$ cat src/rtl/epbuf_pkg.sv
package epbuf_pkg;
   typedef enum logic {DIR_OUT = 1'b0, DIR_IN = 1'b1} dir_e;
   localparam int PTR_RD = 0;
   localparam int PTR_WR = 1;
   localparam int NPTR   = 2;
   typedef struct packed {
      logic empty;
      logic full;
   } occ_t;
endpackage

$ cat src/rtl/epbuf_ptr.sv
module epbuf_ptr #(
   parameter int OFS_W = 16
) (
   input  logic             clk,
   input  logic             rst_n,
   input  logic [OFS_W-1:0] size,
   input  logic             eng_own,
   input  logic             eng_step,
   input  logic             cpu_load,
   input  logic [OFS_W-1:0] cpu_val,
   output logic [OFS_W-1:0] ofs,
   output logic [OFS_W-1:0] ofs_inc
);
   localparam logic [OFS_W-1:0] ONE = 1;

   always_comb begin
      if (ofs == size - ONE) ofs_inc = '0;
      else                   ofs_inc = ofs + ONE;
   end

   always_ff @(posedge clk or negedge rst_n) begin
      if (!rst_n) begin
         ofs <= '0;
      end else if (eng_own) begin
         if (eng_step) ofs <= ofs_inc;
      end else if (cpu_load) begin
         ofs <= cpu_val;
      end
   end
endmodule

$ cat src/rtl/epbuf_cfgchk.sv
module epbuf_cfgchk #(
   parameter int ADDR_W = 18,
   parameter int OFS_W  = 16
) (
   input  logic [ADDR_W-1:0] base,
   input  logic [OFS_W-1:0]  size,
   output logic              err
);
   localparam logic [ADDR_W:0]  LIMIT  = {1'b1, {ADDR_W{1'b0}}};
   localparam logic [OFS_W-1:0] MIN_SZ = 2;

   logic [ADDR_W:0] size_ext;
   logic [ADDR_W:0] ring_end;

   always_comb begin
      size_ext = {{(ADDR_W + 1 - OFS_W){1'b0}}, size};
      ring_end = {1'b0, base} + size_ext;
      err      = (size < MIN_SZ) || (ring_end > LIMIT);
   end
endmodule

$ cat src/rtl/epbuf_occ.sv
module epbuf_occ
   import epbuf_pkg::*;
#(
   parameter int OFS_W = 16
) (
   input  logic [OFS_W-1:0] rd_ofs,
   input  logic [OFS_W-1:0] wr_ofs,
   input  logic [OFS_W-1:0] wr_inc,
   output occ_t             occ
);
   always_comb begin
      occ.empty = (rd_ofs == wr_ofs);
      occ.full  = (wr_inc == rd_ofs);
   end
endmodule

$ cat src/rtl/epbuf_engine.sv
module epbuf_engine
   import epbuf_pkg::*;
#(
   parameter int ADDR_W = 18,
   parameter int OFS_W  = 16,
   parameter int DATA_W = 16
) (
   input  logic              clk,
   input  logic              rst_n,
   input  logic [ADDR_W-1:0] cfg_base,
   input  logic [OFS_W-1:0]  cfg_size,
   input  logic              dir_in,
   output logic              cfg_err,
   input  logic              reg_req,
   input  logic              reg_wr,
   input  logic              reg_sel,
   input  logic [OFS_W-1:0]  reg_wdata,
   output logic [OFS_W-1:0]  reg_rdata,
   input  logic              pkt_start,
   input  logic              pkt_valid,
   input  logic [DATA_W-1:0] pkt_wdata,
   output logic              pkt_ready,
   input  logic              pkt_rd_req,
   output logic              pkt_rvalid,
   output logic [DATA_W-1:0] pkt_rdata,
   output logic              buf_empty,
   output logic              buf_full,
   output logic              buf_ovf,
   output logic              buf_udr,
   output logic              mem_req,
   output logic              mem_we,
   output logic [ADDR_W-1:0] mem_addr,
   output logic [DATA_W-1:0] mem_wdata,
   input  logic [DATA_W-1:0] mem_rdata
);
   localparam int PAD_W = ADDR_W - OFS_W;

   // elaboration-time parameter checks
   if (DATA_W != 16) begin : g_bad_data_w
      $error("epbuf_engine: memory words must be 16 bits wide");
   end
   if (ADDR_W <= OFS_W) begin : g_bad_addr_w
      $error("epbuf_engine: address must be wider than an offset");
   end
   if (OFS_W < 2) begin : g_bad_ofs_w
      $error("epbuf_engine: offset width too small");
   end

   dir_e             dir;
   occ_t             occ;
   logic             run_ok;
   logic             cpu_load;
   logic             wr_fire;
   logic             rd_fire;
   logic             ovf_evt;
   logic             udr_evt;
   logic             ovf_q;
   logic             udr_q;
   logic             rvalid_q;
   logic [OFS_W-1:0] ofs_q   [NPTR];
   logic [OFS_W-1:0] inc_q   [NPTR];
   logic [OFS_W-1:0] rd_ofs;
   logic [OFS_W-1:0] wr_ofs;
   logic [OFS_W-1:0] acc_ofs;

   assign dir = dir_e'(dir_in);

   epbuf_cfgchk #(.ADDR_W(ADDR_W), .OFS_W(OFS_W)) u_cfgchk (
      .base (cfg_base),
      .size (cfg_size),
      .err  (cfg_err)
   );

   // one offset register per ring end; ownership follows direction
   for (genvar gi = 0; gi < NPTR; gi++) begin : g_ptr
      logic own;
      logic step;
      logic load;
      if (gi == PTR_WR) begin : g_wr
         assign own  = (dir == DIR_OUT);
         assign step = wr_fire;
         assign load = cpu_load && reg_sel;
      end else begin : g_rd
         assign own  = (dir == DIR_IN);
         assign step = rd_fire;
         assign load = cpu_load && !reg_sel;
      end
      epbuf_ptr #(.OFS_W(OFS_W)) u_ptr (
         .clk      (clk),
         .rst_n    (rst_n),
         .size     (cfg_size),
         .eng_own  (own),
         .eng_step (step),
         .cpu_load (load),
         .cpu_val  (reg_wdata),
         .ofs      (ofs_q[gi]),
         .ofs_inc  (inc_q[gi])
      );
   end

   assign rd_ofs = ofs_q[PTR_RD];
   assign wr_ofs = ofs_q[PTR_WR];

   epbuf_occ #(.OFS_W(OFS_W)) u_occ (
      .rd_ofs (rd_ofs),
      .wr_ofs (wr_ofs),
      .wr_inc (inc_q[PTR_WR]),
      .occ    (occ)
   );

   always_comb begin
      run_ok    = !cfg_err && !reg_req;
      cpu_load  = reg_req && reg_wr;
      pkt_ready = (dir == DIR_OUT) && run_ok && !occ.full && !ovf_q;
      wr_fire   = pkt_valid && pkt_ready;
      ovf_evt   = (dir == DIR_OUT) && run_ok && pkt_valid && occ.full;
      rd_fire   = (dir == DIR_IN) && run_ok && pkt_rd_req && !occ.empty;
      udr_evt   = (dir == DIR_IN) && run_ok && pkt_rd_req && occ.empty;
      acc_ofs   = wr_fire ? inc_q[PTR_WR] : inc_q[PTR_RD];
      mem_req   = wr_fire || rd_fire;
      mem_we    = wr_fire;
      mem_addr  = cfg_base + {{PAD_W{1'b0}}, acc_ofs};
      mem_wdata = pkt_wdata;
      reg_rdata = reg_sel ? wr_ofs : rd_ofs;
   end

   always_ff @(posedge clk or negedge rst_n) begin
      if (!rst_n) begin
         ovf_q    <= 1'b0;
         udr_q    <= 1'b0;
         rvalid_q <= 1'b0;
      end else begin
         ovf_q    <= (ovf_q && !pkt_start) || ovf_evt;
         udr_q    <= (udr_q && !pkt_start) || udr_evt;
         rvalid_q <= rd_fire;
      end
   end

   assign buf_empty  = occ.empty;
   assign buf_full   = occ.full;
   assign buf_ovf    = ovf_q;
   assign buf_udr    = udr_q;
   assign pkt_rvalid = rvalid_q;
   assign pkt_rdata  = mem_rdata;
endmodule

$ cat config.mk
export PLATFORM = sky130hd
export DESIGN_NAME = epbuf_engine
export DESIGN_NICKNAME = d
export VERILOG_FILES = /design/src/rtl/epbuf_pkg.sv /design/src/rtl/epbuf_ptr.sv /design/src/rtl/epbuf_cfgchk.sv /design/src/rtl/epbuf_occ.sv /design/src/rtl/epbuf_engine.sv
export SDC_FILE = /design/constraint.sdc
export NUM_CORES = 1
export LEC_CHECK = 0
export BUFFER_PORTS_ARGS = -buffer_cell sky130_fd_sc_hd__buf_2
export CORE_UTILIZATION = 50
export DETAILED_ROUTE_END_ITERATION = 7
export GPL_TIMING_DRIVEN = 0
export MAX_ROUTING_LAYER = met4
export PLACE_DENSITY = 0.76
export SETUP_SLACK_MARGIN = 0.4
export SYNTH_ARGS = -nofsm -noshare
export SYNTH_HDL_FRONTEND = slang
export SYNTH_SLANG_ARGS = --single-unit
$ cat constraint.sdc
create_clock -name clk -period 8.9 [get_ports clk]
set_clock_uncertainty 0.15 [all_clocks]
set_input_delay 0.89 -clock clk [delete_from_list [all_inputs] [get_ports clk]]
set_output_delay 0.89 -clock clk [all_outputs]
set_load 0.05 [all_outputs]
==> flow_summary.ini <==
[timing]
rsz0062_at_grt = false
setup_viol = 0
hold_viol = 0
finalCriticalPeriod_ns = 8.16
min_period_over_period = 0.917
fmax_ghz = 0.123
drv_slew = 0
tightest_slew_ns = 0.980
slew_headroom = 0.341

[synthesis]
synth_edf_count = 0
yosysSeqAreaShare = 0.133
synth_area_um2 = 6590
yosysUniqueCellTypes = 85
synth_top_flop_cell = dfrtp_1
synth_nets = 971
async_flop_share = 1.00
syn_inst = 843
synth-seq-cells = 35
syn_area_per_cell_um2 = 7.82
yosysWarningCount = 0

[clocking]
cts.clk_slew.worst_paths_ns = 0.06
clkLatencyLatePin_ns = 0.29
cts_tree = yes
htree_levels = 2
cts_buffers = 5
cts_root_buf = clkbuf_16
cts_sinks = 35
clock_path_buffers = 2

[pwr]
peakVddDrop_uv = 159
p_leak_nw = 3.32
powerDensity_nw_per_um2 = 235

[route]
dr.first_iter.drc_count = 830
ant_nets = 0
via_count = 7105
avgViaCountPerCell = 6.13
wl_mm = 22.9
route.detailed.drc = 0
post_drt_wl_per_cell_um = 19.7
first_pass_iters = 5

[finish]
synthToLayoutAreaGrowth_pct = 18.6
fin_util = 0.614
stdcell_area_um2 = 7820
layout.nets = 1114
n_fill_cell = 1243
drive_above_1_share = 0.277
diodes = 0

[placed_design]
place_congestion = 0.998
io_buffer_count = 131
dp_hpwl_mm = 18.1
placed_area_um2 = 7460

[grt]
grt_usage = 0.345
antenna_found_initial = 0
grt_max_degree = 36
grt_pass1_wl_mm = 34.3
grt_pass1_vias = 6220
overflow = 0

[worst_setup_path]
critPathCaptureType = primary output
critical_path.max_fanout = 10
cp_slowest_stage_delay_ns = 0.52
r2r-start = g_ptr[1].u_ptr.ofs[0]
start_kind = input pin
crit_type = input pin to primary output
worstPathRequired_ns = 7.86
cp-startpoint = cfg_size[0]
crit_arrival_ns = 7.12
crit_slowest_cell = or3b_2

[job]
maxCapViolations = 0

[run_status]
status = finished, final reports clean

[die]
start_util = 0.518
fp.dieArea_um2 = 13700
placementRows = 41
fp.dieH_um = 117
die_w_um = 117
core_area_um2 = 12700
io_pins = 166

[hold_path]
hp-class = flip-flop to flip-flop
min_from = buf_udr
[metrics by stage]
| step | hold WS (ns) | cells | setup TNS, ns | total power [W] | setup WS (ns) |
|---|---|---|---|---|---|
| 2_1_floorplan | 0.424 | 843 | 0 | 0.00128 | 1.42 |
| 3_3_place_gp | 0.318 | 1146 | -0.0111 | 0.00159 | -0.0111 |
| 3_5_place_dp | 0.321 | 1146 | -0.0582 | 0.00159 | -0.0582 |
| 4_1_cts | 0.341 | 1154 | 0 | 0.00179 | 0.413 |
| 5_1_grt | 0.366 | 1159 | 0 | 0.00194 | 0.412 |
| 6_report | 0.337 | 1159 | 0 | 0.00184 | 0.741 |
[layout by cell type (no fill, tap or decap), types with 9 or more instances in the layout]
cell type and n:
a211oi_1 10, a21o_1 10, a21oi_1 35, a22o_1 13, and3_1 10, buf_2 143
buf_4 41, clkbuf_1 35, dfrtp_1 35, ha_1 35, inv_1 39, mux2_2 15
nand2_1 55, nand2b_1 16, nand3_1 37, nand4_1 14, nor2_1 48, nor3_1 21
nor4_1 9, o21ai_0 25, o221a_1 9, o22ai_1 17, o31ai_2 9, or3_1 9
xnor2_1 77, xor2_1 30
[state kept, by name, indices dropped and copies added (netlist names)]
name,cells
pkt_rvalid,1
buf_udr,1
g_ptr.u_ptr.ofs,32
buf_ovf,1
[layer usage]
metal | up-vias | track usage | part of all wire
met5 | - | - | 0
met3 | 58 | 0.0680 | 0.12
met2 | 465 | 0.506 | 0.41
met1 | 3218 | 0.478 | 0.43
met4 | 0 | 0.102 | 0.034
li1 | 3364 | - | -
[worst paths after layout]
path	to	slack [ns]	cells past startpoint
worst max-delay path	mem_addr[16]	0.74	31
worst min-delay path	buf_udr	0.34	2
worst max register to register	g_ptr[1].u_ptr.ofs[12]	4.83	12
worst min register to register	buf_udr	0.34	2
max in group asynchronous	g_ptr[1].u_ptr.ofs[5]	7.53	1
min in group asynchronous	g_ptr[0].u_ptr.ofs[9]	0.55	1
[layout make-up]
class	count	area, um2	area share
multi-input cells	669	5130	0.657
flip-flops and latches	35	876	0.112
repair buffers	136	696	0.0890
clock inverters	1	7.51	0.000960
clock buffers	7	153	0.0195
inverters	40	153	0.0195
plain buffers	99	586	0.0749
well taps	172	215	0.0275
[kinds of logic after synthesis]
group                      after synthesis  synth area share
and+or+nand+nor                        281             0.241
AOI/OAI and AO/OA                      214             0.242
buffers and inverters                  139             0.111
xor gates and xnor gates               112             0.157
adders and majority gates               37            0.0725
DFF                                     35             0.133
muxes                                   25            0.0435
[worst max-delay path: cells and delay by family]
family / cells / cell delay, ns
simple gates: 6 / 1.54
fa+ha+maj: 3 / 0.90
compound gates: 12 / 2.25
xor+xnor: 2 / 0.23
buf+inv: 8 / 1.28
[cell usage after synthesis, types with 11 or more instances]
cell / n / area share
o21ai_0: 27 / 0.020
o22ai_1: 17 / 0.016
nand4_1: 14 / 0.013
buf_2: 14 / 0.011
clkbuf_1: 37 / 0.021
xor2_1: 30 / 0.040
a21oi_1: 39 / 0.030
and3_1: 11 / 0.010
nand2_1: 55 / 0.031
inv_1: 39 / 0.022
ha_1: 35 / 0.066
mux2_2: 15 / 0.026
xnor2_1: 78 / 0.10
nand2b_1: 16 / 0.015
a22o_1: 13 / 0.017
dfrtp_1: 35 / 0.13
buf_4: 36 / 0.041
nor2_1: 48 / 0.027
nand3_1: 37 / 0.028
a211oi_1: 12 / 0.014
nor4_1: 11 / 0.010
nor3_1: 23 / 0.017
[power by group]
group | internal (W) | switching (W) | leakage (nW) | total (W)
logic | 0.000473 | 0.000943 | 2.83 | 0.00142
clock network | 0.000119 | 0.0000722 | 0.0761 | 0.000191
registers | 0.000201 | 0.0000315 | 0.411 | 0.000233
[repair_timing]
action / CTS / global route
gates cloned: 0 / 0
hold buffers: 0 / 0
pin swaps: 0 / 2
endpoints found under the setup margin: 6 / 8
setup buffers: 0 / 5
resized for setup: 7 / 30
No activity file was read; power rests on OpenSTA's default activity.
